--- src/rtl/mbox_pkg.sv ---
package mbox_pkg;

  localparam int WORD_W  = 32;
  localparam int N_WORDS = 8;
  localparam int MSG_W   = WORD_W * N_WORDS;
  localparam int IDX_W   = $clog2(N_WORDS);
  localparam logic [IDX_W-1:0] HDR_IDX = IDX_W'(N_WORDS - 1);

  localparam int LO_W  = 48;
  localparam int HI_W  = 4;
  localparam int FRN_W = LO_W + HI_W;
  localparam int NIB_BASE = 4 * LO_W;
  localparam int VEC_BASE = NIB_BASE + 4 * HI_W;

  localparam logic [2:0] KIND_CREATE  = 3'd1;
  localparam logic [2:0] KIND_DESTROY = 3'd2;
  localparam logic [2:0] REQ_VER      = 3'd0;

  localparam logic [2:0] RC_NONE    = 3'd0;
  localparam logic [2:0] RC_TIMEOUT = 3'd1;
  localparam logic [2:0] RC_BADARG  = 3'd2;
  localparam logic [2:0] RC_PROTO   = 3'd3;
  localparam logic [2:0] RC_OPFAIL  = 3'd4;

  typedef enum logic [2:0] {
    ST_IDLE, ST_POLL_RD, ST_POLL_GAP, ST_ARGS, ST_WRITE
  } seq_st_e;

  function automatic logic [WORD_W-1:0] make_hdr(input logic [2:0] kind, input logic rst_flag);
    logic [WORD_W-1:0] h;
    h        = '0;
    h[2:0]   = kind;
    h[5:3]   = REQ_VER;
    h[7]     = 1'b0;
    h[24]    = rst_flag;
    return h;
  endfunction

  function automatic logic [2:0] judge_rsp(input logic [WORD_W-1:0] r, input logic [2:0] kind);
    if (r[2:0] != kind || r[5:3] > REQ_VER || !r[7]) return RC_PROTO;
    if (r[15:8] != 8'h00) return RC_OPFAIL;
    return RC_NONE;
  endfunction

endpackage

--- src/rtl/mbox_msg_pack.sv ---
module mbox_msg_pack
  import mbox_pkg::*;
#(
  parameter int ADDR_W     = 64,
  parameter int PAGE_SHIFT = 12,
  parameter int VEC_W      = 32
) (
  input  logic [3:0][ADDR_W-1:0] q_addr,
  input  logic [VEC_W-1:0]       vec,
  input  logic [2:0]             kind,
  input  logic                   rst_flag,
  output logic [MSG_W-1:0]       msg,
  output logic                   args_ok
);
  logic [3:0]       aligned;
  logic [LO_W-1:0]  frn_lo [4];
  logic [HI_W-1:0]  frn_hi [4];
  logic [15:0]      vec16;
  logic             vec_ok;

  for (genvar q = 0; q < 4; q++) begin : g_queue
    logic [ADDR_W-1:0] frn;
    assign frn        = q_addr[q] >> PAGE_SHIFT;
    assign aligned[q] = (q_addr[q][PAGE_SHIFT-1:0] == '0);
    assign frn_lo[q]  = frn[LO_W-1:0];
    assign frn_hi[q]  = frn[FRN_W-1:LO_W];
  end

  if (VEC_W > 16) begin : g_vec_wide
    assign vec_ok = (vec[VEC_W-1:16] == '0);
    assign vec16  = vec[15:0];
  end else begin : g_vec_narrow
    assign vec_ok = 1'b1;
    assign vec16  = 16'(vec);
  end

  assign args_ok = (&aligned) && vec_ok;

  always_comb begin
    msg = '0;
    for (int q = 0; q < 4; q++) begin
      msg[q*LO_W +: LO_W]            = frn_lo[q];
      msg[NIB_BASE + q*HI_W +: HI_W] = frn_hi[q];
    end
    msg[VEC_BASE +: 16]                 = vec16;
    msg[HDR_IDX*WORD_W +: WORD_W]       = make_hdr(kind, rst_flag);
  end

endmodule

--- src/rtl/mbox_poll_timer.sv ---
module mbox_poll_timer #(
  parameter int LIMIT = 20000,
  parameter int GAP_W = 16
) (
  input  logic             clk,
  input  logic             rst_n,
  input  logic             clr,
  input  logic             miss,
  input  logic [GAP_W-1:0] gap_len,
  output logic             last_try,
  output logic             gap_zero
);
  localparam int CNT_W = $clog2(LIMIT + 1);

  logic [CNT_W-1:0] att_cnt;
  logic [GAP_W-1:0] gap_cnt;

  always_ff @(posedge clk or negedge rst_n) begin
    if (!rst_n) begin
      att_cnt <= '0;
      gap_cnt <= '0;
    end else begin
      if (clr) att_cnt <= '0;
      else if (miss && !last_try) att_cnt <= att_cnt + 1'b1;
      if (miss) gap_cnt <= gap_len;
      else if (!gap_zero) gap_cnt <= gap_cnt - 1'b1;
    end
  end

  assign last_try = (att_cnt == CNT_W'(LIMIT - 1));
  assign gap_zero = (gap_cnt == '0);

  p_att_bound_r3: assert property (@(posedge clk) disable iff (!rst_n)
    att_cnt < CNT_W'(LIMIT));

endmodule

--- src/rtl/mbox_req_seq.sv ---
module mbox_req_seq
  import mbox_pkg::*;
#(
  parameter int ADDR_W     = 64,
  parameter int PAGE_SHIFT = 12,
  parameter int VEC_W      = 32,
  parameter int GAP_W      = 16,
  parameter int POLL_LIMIT = 20000
) (
  input  logic              clk,
  input  logic              rst_n,
  input  logic              start,
  input  logic              op_destroy,
  input  logic              reset_fn,
  input  logic [ADDR_W-1:0] evq_addr,
  input  logic [ADDR_W-1:0] cmq_addr,
  input  logic [ADDR_W-1:0] rxq_addr,
  input  logic [ADDR_W-1:0] txq_addr,
  input  logic [VEC_W-1:0]  irq_vec,
  input  logic [GAP_W-1:0]  poll_gap,
  output logic              reg_req,
  output logic              reg_we,
  output logic [2:0]        reg_idx,
  output logic [31:0]       reg_wdata,
  input  logic              reg_ack,
  input  logic [31:0]       reg_rdata,
  output logic              busy,
  output logic              done,
  output logic [2:0]        err_code
);
  seq_st_e                 state;
  logic [IDX_W-1:0]        idx_q;
  logic                    rsp_phase;
  logic                    destroy_q;
  logic                    rst_q;
  logic [3:0][ADDR_W-1:0]  addr_q;
  logic [VEC_W-1:0]        vec_q;
  logic [MSG_W-1:0]        msg;
  logic                    args_ok;
  logic [2:0]              kind;
  logic                    last_try;
  logic                    gap_zero;
  logic                    fin;
  logic [2:0]              fin_code;

  // named internal events
  logic accept, rd_fire, wr_fire, rd_reset_ok, rd_owned, rd_miss, tmr_clr;
  assign accept      = (state == ST_IDLE) && start;
  assign rd_fire     = (state == ST_POLL_RD) && reg_ack;
  assign wr_fire     = (state == ST_WRITE) && reg_ack;
  assign rd_reset_ok = rd_fire && rsp_phase && rst_q && (reg_rdata == '1);
  assign rd_owned    = rd_fire && !reg_rdata[31];
  assign rd_miss     = rd_fire && reg_rdata[31] && !rd_reset_ok;
  assign tmr_clr     = accept || (wr_fire && idx_q == HDR_IDX);

  assign kind = destroy_q ? KIND_DESTROY : KIND_CREATE;

  mbox_msg_pack #(.ADDR_W(ADDR_W), .PAGE_SHIFT(PAGE_SHIFT), .VEC_W(VEC_W)) u_pack (
    .q_addr  (addr_q),
    .vec     (vec_q),
    .kind    (kind),
    .rst_flag(rst_q),
    .msg     (msg),
    .args_ok (args_ok)
  );

  mbox_poll_timer #(.LIMIT(POLL_LIMIT), .GAP_W(GAP_W)) u_timer (
    .clk     (clk),
    .rst_n   (rst_n),
    .clr     (tmr_clr),
    .miss    (rd_miss),
    .gap_len (poll_gap),
    .last_try(last_try),
    .gap_zero(gap_zero)
  );

  always_comb begin
    fin      = 1'b0;
    fin_code = RC_NONE;
    if (rd_reset_ok) begin
      fin = 1'b1;
    end else if (rd_owned && rsp_phase) begin
      fin      = 1'b1;
      fin_code = judge_rsp(reg_rdata, kind);
    end else if (rd_miss && last_try) begin
      fin      = 1'b1;
      fin_code = RC_TIMEOUT;
    end else if (state == ST_ARGS && !args_ok) begin
      fin      = 1'b1;
      fin_code = RC_BADARG;
    end
  end

  always_ff @(posedge clk or negedge rst_n) begin
    if (!rst_n) begin
      state     <= ST_IDLE;
      idx_q     <= '0;
      rsp_phase <= 1'b0;
      destroy_q <= 1'b0;
      rst_q     <= 1'b0;
      addr_q    <= '0;
      vec_q     <= '0;
      busy      <= 1'b0;
      done      <= 1'b0;
      err_code  <= RC_NONE;
    end else begin
      done <= 1'b0;
      if (fin) begin
        state    <= ST_IDLE;
        busy     <= 1'b0;
        done     <= 1'b1;
        err_code <= fin_code;
      end else begin
        unique case (state)
          ST_IDLE: if (start) begin
            destroy_q <= op_destroy;
            rst_q     <= reset_fn;
            addr_q    <= {txq_addr, rxq_addr, cmq_addr, evq_addr};
            vec_q     <= irq_vec;
            busy      <= 1'b1;
            err_code  <= RC_NONE;
            rsp_phase <= 1'b0;
            state     <= ST_POLL_RD;
          end
          ST_POLL_RD: begin
            if (rd_owned) begin
              state <= destroy_q ? ST_WRITE : ST_ARGS;
              idx_q <= destroy_q ? HDR_IDX : '0;
            end else if (rd_miss) begin
              state <= ST_POLL_GAP;
            end
          end
          ST_POLL_GAP: if (gap_zero) state <= ST_POLL_RD;
          ST_ARGS: begin
            state <= ST_WRITE;
            idx_q <= '0;
          end
          ST_WRITE: if (wr_fire) begin
            if (idx_q == HDR_IDX) begin
              state     <= ST_POLL_RD;
              rsp_phase <= 1'b1;
            end else begin
              idx_q <= idx_q + 1'b1;
            end
          end
          default: state <= ST_IDLE;
        endcase
      end
    end
  end

  assign reg_req   = (state == ST_POLL_RD) || (state == ST_WRITE);
  assign reg_we    = (state == ST_WRITE);
  assign reg_idx   = (state == ST_WRITE) ? idx_q : HDR_IDX;
  assign reg_wdata = msg[idx_q*WORD_W +: WORD_W];

  p_req_idle_r1: assert property (@(posedge clk) disable iff (!rst_n)
    !busy |-> !reg_req);

  p_poll_hdr_r2: assert property (@(posedge clk) disable iff (!rst_n)
    (reg_req && !reg_we) |-> (reg_idx == HDR_IDX));

  p_write_order_r5: assert property (@(posedge clk) disable iff (!rst_n)
    (wr_fire && reg_idx != HDR_IDX) |=> (reg_req && reg_we && reg_idx == $past(reg_idx) + 3'd1));

  p_destroy_hdr_only_r7: assert property (@(posedge clk) disable iff (!rst_n)
    (wr_fire && destroy_q) |-> (reg_idx == HDR_IDX));

  p_done_pulse_r11: assert property (@(posedge clk) disable iff (!rst_n)
    done |=> !done);

  p_err_hold_r11: assert property (@(posedge clk) disable iff (!rst_n)
    (!busy && !start) |=> $stable(err_code));

  p_busy_start_r12: assert property (@(posedge clk) disable iff (!rst_n)
    (busy && start && !fin) |=> busy);

endmodule

--- config.mk ---
export PLATFORM = sky130hd
export DESIGN_NAME = mbox_req_seq
export DESIGN_NICKNAME = d
export VERILOG_FILES = /design/src/rtl/mbox_pkg.sv /design/src/rtl/mbox_msg_pack.sv /design/src/rtl/mbox_poll_timer.sv /design/src/rtl/mbox_req_seq.sv
export SDC_FILE = /design/constraint.sdc
export NUM_CORES = 1
export LEC_CHECK = 0
export ABC_AREA = 1
export BUFFER_PORTS_ARGS = -buffer_cell sky130_fd_sc_hd__buf_2
export CAP_MARGIN = 20
export CELL_PAD_IN_SITES_DETAIL_PLACEMENT = 1
export CELL_PAD_IN_SITES_GLOBAL_PLACEMENT = 2
export CORE_MARGIN = 4
export CORE_UTILIZATION = 30
export CTS_CLUSTER_DIAMETER = 200
export DETAILED_ROUTE_END_ITERATION = 6
export PLACE_DENSITY_LB_ADDON = 0.1
export SETUP_SLACK_MARGIN = 0.4
export SLEW_MARGIN = 20
export SYNTH_ARGS = -nofsm -noshare
export SYNTH_HDL_FRONTEND = slang
export SYNTH_SLANG_ARGS = --single-unit
--- constraint.sdc ---
create_clock -name clk -period 2.1 [get_ports clk]
set_clock_uncertainty 0.2 [all_clocks]
set_input_delay 0.21 -clock clk [delete_from_list [all_inputs] [get_ports clk]]
set_output_delay 0.21 -clock clk [all_outputs]
set_load 0.02 [all_outputs]
* Yosys cells after proc, flatten, opt, wreduce, memory -nomap -nowiden *
Index checks and enable logic that the tools add are counted.

cells by class
  add/sub/neg operators = 3
  magnitude comparators = 1
  equality and inequality tests = 19
  shift operators = 1
  multiplexer cells = 50
  bitwise logic cells = 1
  reductions and logical operators = 43

operator list
  kind                                                                     number
  256-bit by 9-bit indexed part select with 32-bit output                  1
  3-bit two-way mux                                                        22
  12-bit zero test                                                         4
  32-bit equality test, second input constant                              1
  16-bit zero test                                                         2
  16-bit two-way mux                                                       2
  15-bit two-way mux                                                       2
  1-bit two-way mux                                                        18
  16-bit by 1-bit subtractor with 16-bit output, second input constant     1
  15-bit by 1-bit adder with 15-bit output, second input constant          1
  15-bit equality test, second input constant                              1
  1-bit logical AND                                                        15
  3-bit one-hot mux with 5 select lines                                    1
  5-bit AND reduction                                                      3
  3-bit one-hot mux with 3 select lines                                    1
  2-bit nonzero test                                                       4
  8-bit nonzero test                                                       1
  3-bit by 2-bit equality test with 1-bit output, second input constant    2
  3-bit equality test, second input constant                               2
  2-bit two-way mux                                                        3
  2-bit by 1-bit inequality test with 1-bit output, second input constant  3
  2-bit inequality test, second input constant                             3
  3-bit by 1-bit inequality test with 1-bit output, second input constant  2
  3-bit inequality test, second input constant                             2
  other kinds (14)                                                         21

storage, ports and cells
  flip-flop bits (word level) = 333
  bits of input ports = 342
  output and inout port bits = 42

* Longest topological paths before layout *
  depth after elaboration = 15
  mapped depth = 12
  depth with buffers taken out = 11

* Modules after synthesis *
From an unflattened synthesis, not the netlist that was laid out.

unflattened totals
  cells, all modules = 2,491
  area, all modules = 18,228.7 um^2

by module, submodules not included
  module           times used  cells an instance  area each (um^2)
  mbox_req_seq     1           1,839              13,877.1
  mbox_msg_pack    1           332                2,233.4
  mbox_poll_timer  1           320                2,118.3

* Least setup slack after synthesis *
No wires, ideal clock.

  path kind = flip-flop to output port
  start = register idx_q[0]
  end = output reg_wdata[4]
  data arrival time = 1.598 ns
  required time = 1.690 ns
  path slack = 0.092 ns
  cell stages (with the launch flop) = 6
  cells stage by stage = dfrtp_1 clkinv_1 clkbuf_1 clkbuf_1 o21ai_0 a31oi_1

on the way
  longest elaborated chain between the ends = 1

ends and longest elaborated chain
  item                                                     RTL line             text
  start, declared                                          mbox_req_seq.sv:32   logic [IDX_W-1:0] idx_q;
  start signal, assigned                                   mbox_req_seq.sv:128  idx_q <= destroy_q ? HDR_IDX : '0;
  start signal, assigned                                   mbox_req_seq.sv:143  idx_q <= idx_q + 1'b1;
  256-bit by 9-bit indexed part select with 32-bit output  mbox_req_seq.sv:155  assign reg_wdata = msg[idx_q*WORD_W +: WORD_W];
  end, declared                                            mbox_req_seq.sv:24   output logic [31:0] reg_wdata,

No other way between the ends.

* Worst setup path in the final report *
  start = register idx_q[0]
  end = output reg_wdata[25]

The elaborated chain is that of the path after synthesis.

==> impl_results.md <==
* Max Clk Rate at 382 MHz
* TNS Setup at -14.57 ns
* Fin cells at 3563
* CORE AREA at 51400 um^2
* Worst hold slack at 0.0382 ns
* Worst-Skew Late Latency at 0.57 ns
* GPL Wtd Cong at 0.796
* Syn-to-layout area delta at 76.8%
* Root Driver: clkbuf_16
* Initial DRC count at 996
* TritonCTS clock tree: done
* Max Cap Viol at 0
* Final Cell Area at 27600 um^2
* Post-synthesis mux area share at 0
* Mapped Cells at 1996
* Number of synthesized flops with an enable pin at 0
* Grt total ovfl at 0
* Die Y-Extent at 236 um
* Syn Area/Cell at 7.80 um^2
* Synth top area share at 0.535
* Gate power share at 0.525
* WL final at 78000 um
* Final Hold Viols at 0
* Internal Power at 23.2 mW
* Worst Max-Slew Pin Slew at 0.746 ns
* Final min period at 2.62 ns
* IO Pins at 384
* First-pass GRT wire length at 105000 um
* Post-synth ARST share at 1.00
* FF+latch count, synth at 333
* Clock power frac at 0.197
* Die Area at 55600 um^2
* Syn_nets at 2342
* Switching share of total power at 0.416
* Failing checks: negative setup slack
* CTS HTree Levels at 2
* Largest family of logic cells by synthesized area: simple AND/OR/NAND/NOR gates
* ANT nets after route at 0
* Final setup margin at -0.521 ns
* CTS clk-pin slew, worst paths at 0.06 ns
* Critical Path, Cell by Cell: buf_16 -> buf_12 -> a21oi_1 -> o21ai_1 -> a31oi_2 -> buf_4
* CP endpoint kind: primary output
* Psw at 16.6 mW
* Reg area at 8340 um^2
* Setup Viol. Count Final at 45
* Cell with the most instances after synthesis: nand2_1
* Initial Util at 0.303
* Post-synthesis sequential area ratio at 0.535
* Final nets at 3192
* Pleak at 13.2 nW
* Mapped Area at 15600 um^2
* Initial antenna violation count at 5
* Worst Path Required at 1.69 ns
* Slowest stage delay, CP at 0.58 ns
* Top cells by area, synth: dfrtp_1, nand2_1, o21ai_0
* Vias in the first global route at 17800
* Post-DP Area at 19300 um^2
* Drt wl/cell at 21.9 um
* Die Width at 236 um
* TritonCTS buffer count at 42
* Placed cells at 3053
* Status: finished with violations
* Leading area contributor after synthesis: dfrtp_1
* DRC at 0
* Site Rows at 83
* Area of the multi-input gates at 7590 um^2
* Crit path max-delay cell type: dfrtp_4
* XOR/XNOR Fraction of Synth Area at 0.0101
* Vias at 17300
* Hpwl dp at 45900 um
* CP Data Arrival Time at 2.21 ns
* Count of cell types in the netlist at 35
* Adder-cell share of the synthesized area at 0.00321
* Post-layout util at 0.536
* Synth Area in Simple Gates at 0.232
* Crit-path max FO at 18
* Via density at 4.87
* Layout cell share with drive strength beyond 1 at 0.339
* Max-slew headroom at 0.501
* Worst hold path type: primary input to asynchronous set/reset pin
* Synth Area in Compound Gates at 0.147
* Tot GR Track Use at 0.238
* VDD IR max at 0.760 mV
* PwrDens at 1440 nW/um^2
* Final worst-path cycle share at 1.25
* Critical path startpoint category: flip-flop
* Sequential share of power at 0.278
* Layout fillers at 5876
* Primary FF master, synth: dfrtp_1
* Drt pass-1 iters at 5
* CTS max path bufs at 3
* Largest net degree at the start of global routing at 78
* Setup Crit Path Kind: flip-flop to primary output
* RSZ-0062 raised after global routing: true
* I/O Buffers at 383
* Final Max Tran Viols at 0
* Synth top cells by count: nand2_1, dfrtp_1, o21ai_0
* Ys Warns at 0
* Clk sinks at 333
-- worst max-delay path, delay by kind of cell (launching register included) --
kind	cells	cell delay [ns]
flip-flops	1	0.58
buffers and inverters	3	0.55
AO/OA/AOI/OAI	3	0.50
-- area by class of cell --
class / count / share of cell area
antenna: 4 / 0.000363
clock buffer: 61 / 0.0471
clock inverter: 16 / 0.00704
inverter: 179 / 0.0266
multi-input combinational: 1376 / 0.276
sequential: 333 / 0.303
tap: 680 / 0.0309
timing repair buffer: 911 / 0.309
timing repair inverter: 3 / 0.00123
-- timing repair --
item | 4_1_cts | 5_1_grt
endpoints found under the setup margin | 368 | 384
gates cloned | 3 | 58
resized for setup | 244 | 365
hold buffers | 321 | 0
endpoints found under the hold margin | 643 | 0
setup buffers | 10 | 37
pin swaps | 30 | 52
-- cell families (layout without fill, tap and decap cells) --
group           after synthesis  after routing
compound gates              439            439
xor+xnor                     18             18
fa+ha+maj                     4              4
buf+inv                     287           1170
flops                       333            333
other cells                   0              4
simple gates                915            915
-- through the flow --
stage | setup WS [ns] | power, mW
finish | -0.521 | 39.8
global route | -0.571 | 42.1
CTS | -0.503 | 35.0
detailed placement | -0.187 | 24.6
global placement | -0.212 | 24.2
floorplan | 0.303 | 18.9
-- routing by layer --
layer	track usage	part of all wire	routed length, um
met1	0.333	0.45	35100
met2	0.380	0.48	37100
met3	0.0352	0.039	3040
met4	0.0778	0.034	2680
met5	0	0.00010	8
-- registers in the layout (all words and copies together) (netlist names) --
| register | flops |
|---|---|
| addr_q | 256 |
| vec_q | 32 |
| u_timer.gap_cnt | 16 |
| u_timer.att_cnt | 15 |
| err_code | 3 |
| idx_q | 3 |
| state | 3 |
| busy | 1 |
| destroy_q | 1 |
| done | 1 |
| rsp_phase | 1 |
| rst_q | 1 |
-- final timing paths --
path / endpoint / start / slack [ns] / cells past startpoint
max in group asynchronous: u_timer.gap_cnt[0] / rst_n / 0.51 / 3
min in group clk: u_timer.gap_cnt[4] / reg_rdata[27] / 0.09 / 7
setup reg to reg: u_timer.att_cnt[8] / idx_q[0] / -0.04 / 11
hold reg to reg: vec_q[26] / vec_q[26] / 0.27 / 2
hold / removal: u_timer.gap_cnt[13] / rst_n / 0.04 / 3
setup / recovery: reg_wdata[25] / idx_q[0] / -0.52 / 6
-- power groups by stage --
stage	combinational, mW	sequential [mW]	clock (mW)
2_1_floorplan	8.44	10.4	0
3_3_place_gp	13.4	10.8	0
3_5_place_dp	13.7	10.9	0
4_1_cts	16.1	10.9	8.00
5_1_grt	22.4	11.4	8.29
6_report	20.9	11.1	7.86
-- layout by cell type, fill, tap and decap left out, types with 4 or more instances in the layout --
| cell type | Yosys | routed |
|---|---|---|
| a21oi_1 | 110 | 44 |
| a21oi_2 | 4 | 64 |
| a21oi_4 | 0 | 6 |
| a31oi_2 | 0 | 19 |
| a31oi_4 | 0 | 13 |
| buf_12 | 0 | 41 |
| buf_16 | 0 | 13 |
| buf_2 | 31 | 345 |
| buf_4 | 3 | 86 |
| buf_6 | 1 | 51 |
| buf_8 | 0 | 19 |
| bufinv_16 | 0 | 4 |
| clkbuf_1 | 65 | 5 |
| clkbuf_16 | 0 | 80 |
| clkbuf_8 | 0 | 11 |
| clkinv_2 | 0 | 8 |
| dfrtp_1 | 333 | 330 |
| diode_2 | 0 | 4 |
| dlygate4sd3_1 | 0 | 321 |
| inv_1 | 172 | 166 |
| inv_2 | 4 | 6 |
| inv_8 | 0 | 6 |
| nand2_1 | 750 | 656 |
| nand2_2 | 4 | 59 |
| nand2_4 | 1 | 38 |
| nand3_1 | 26 | 25 |
| nand4_1 | 12 | 12 |
| nor2_1 | 87 | 78 |
| nor2_2 | 3 | 7 |
| nor2_4 | 2 | 7 |
| nor3_1 | 17 | 14 |
| o21ai_0 | 279 | 127 |
| o21ai_1 | 0 | 93 |
| o21ai_2 | 0 | 57 |
| xnor2_1 | 9 | 9 |
| xor2_1 | 9 | 9 |
Power figures use the tool's default switching activity.
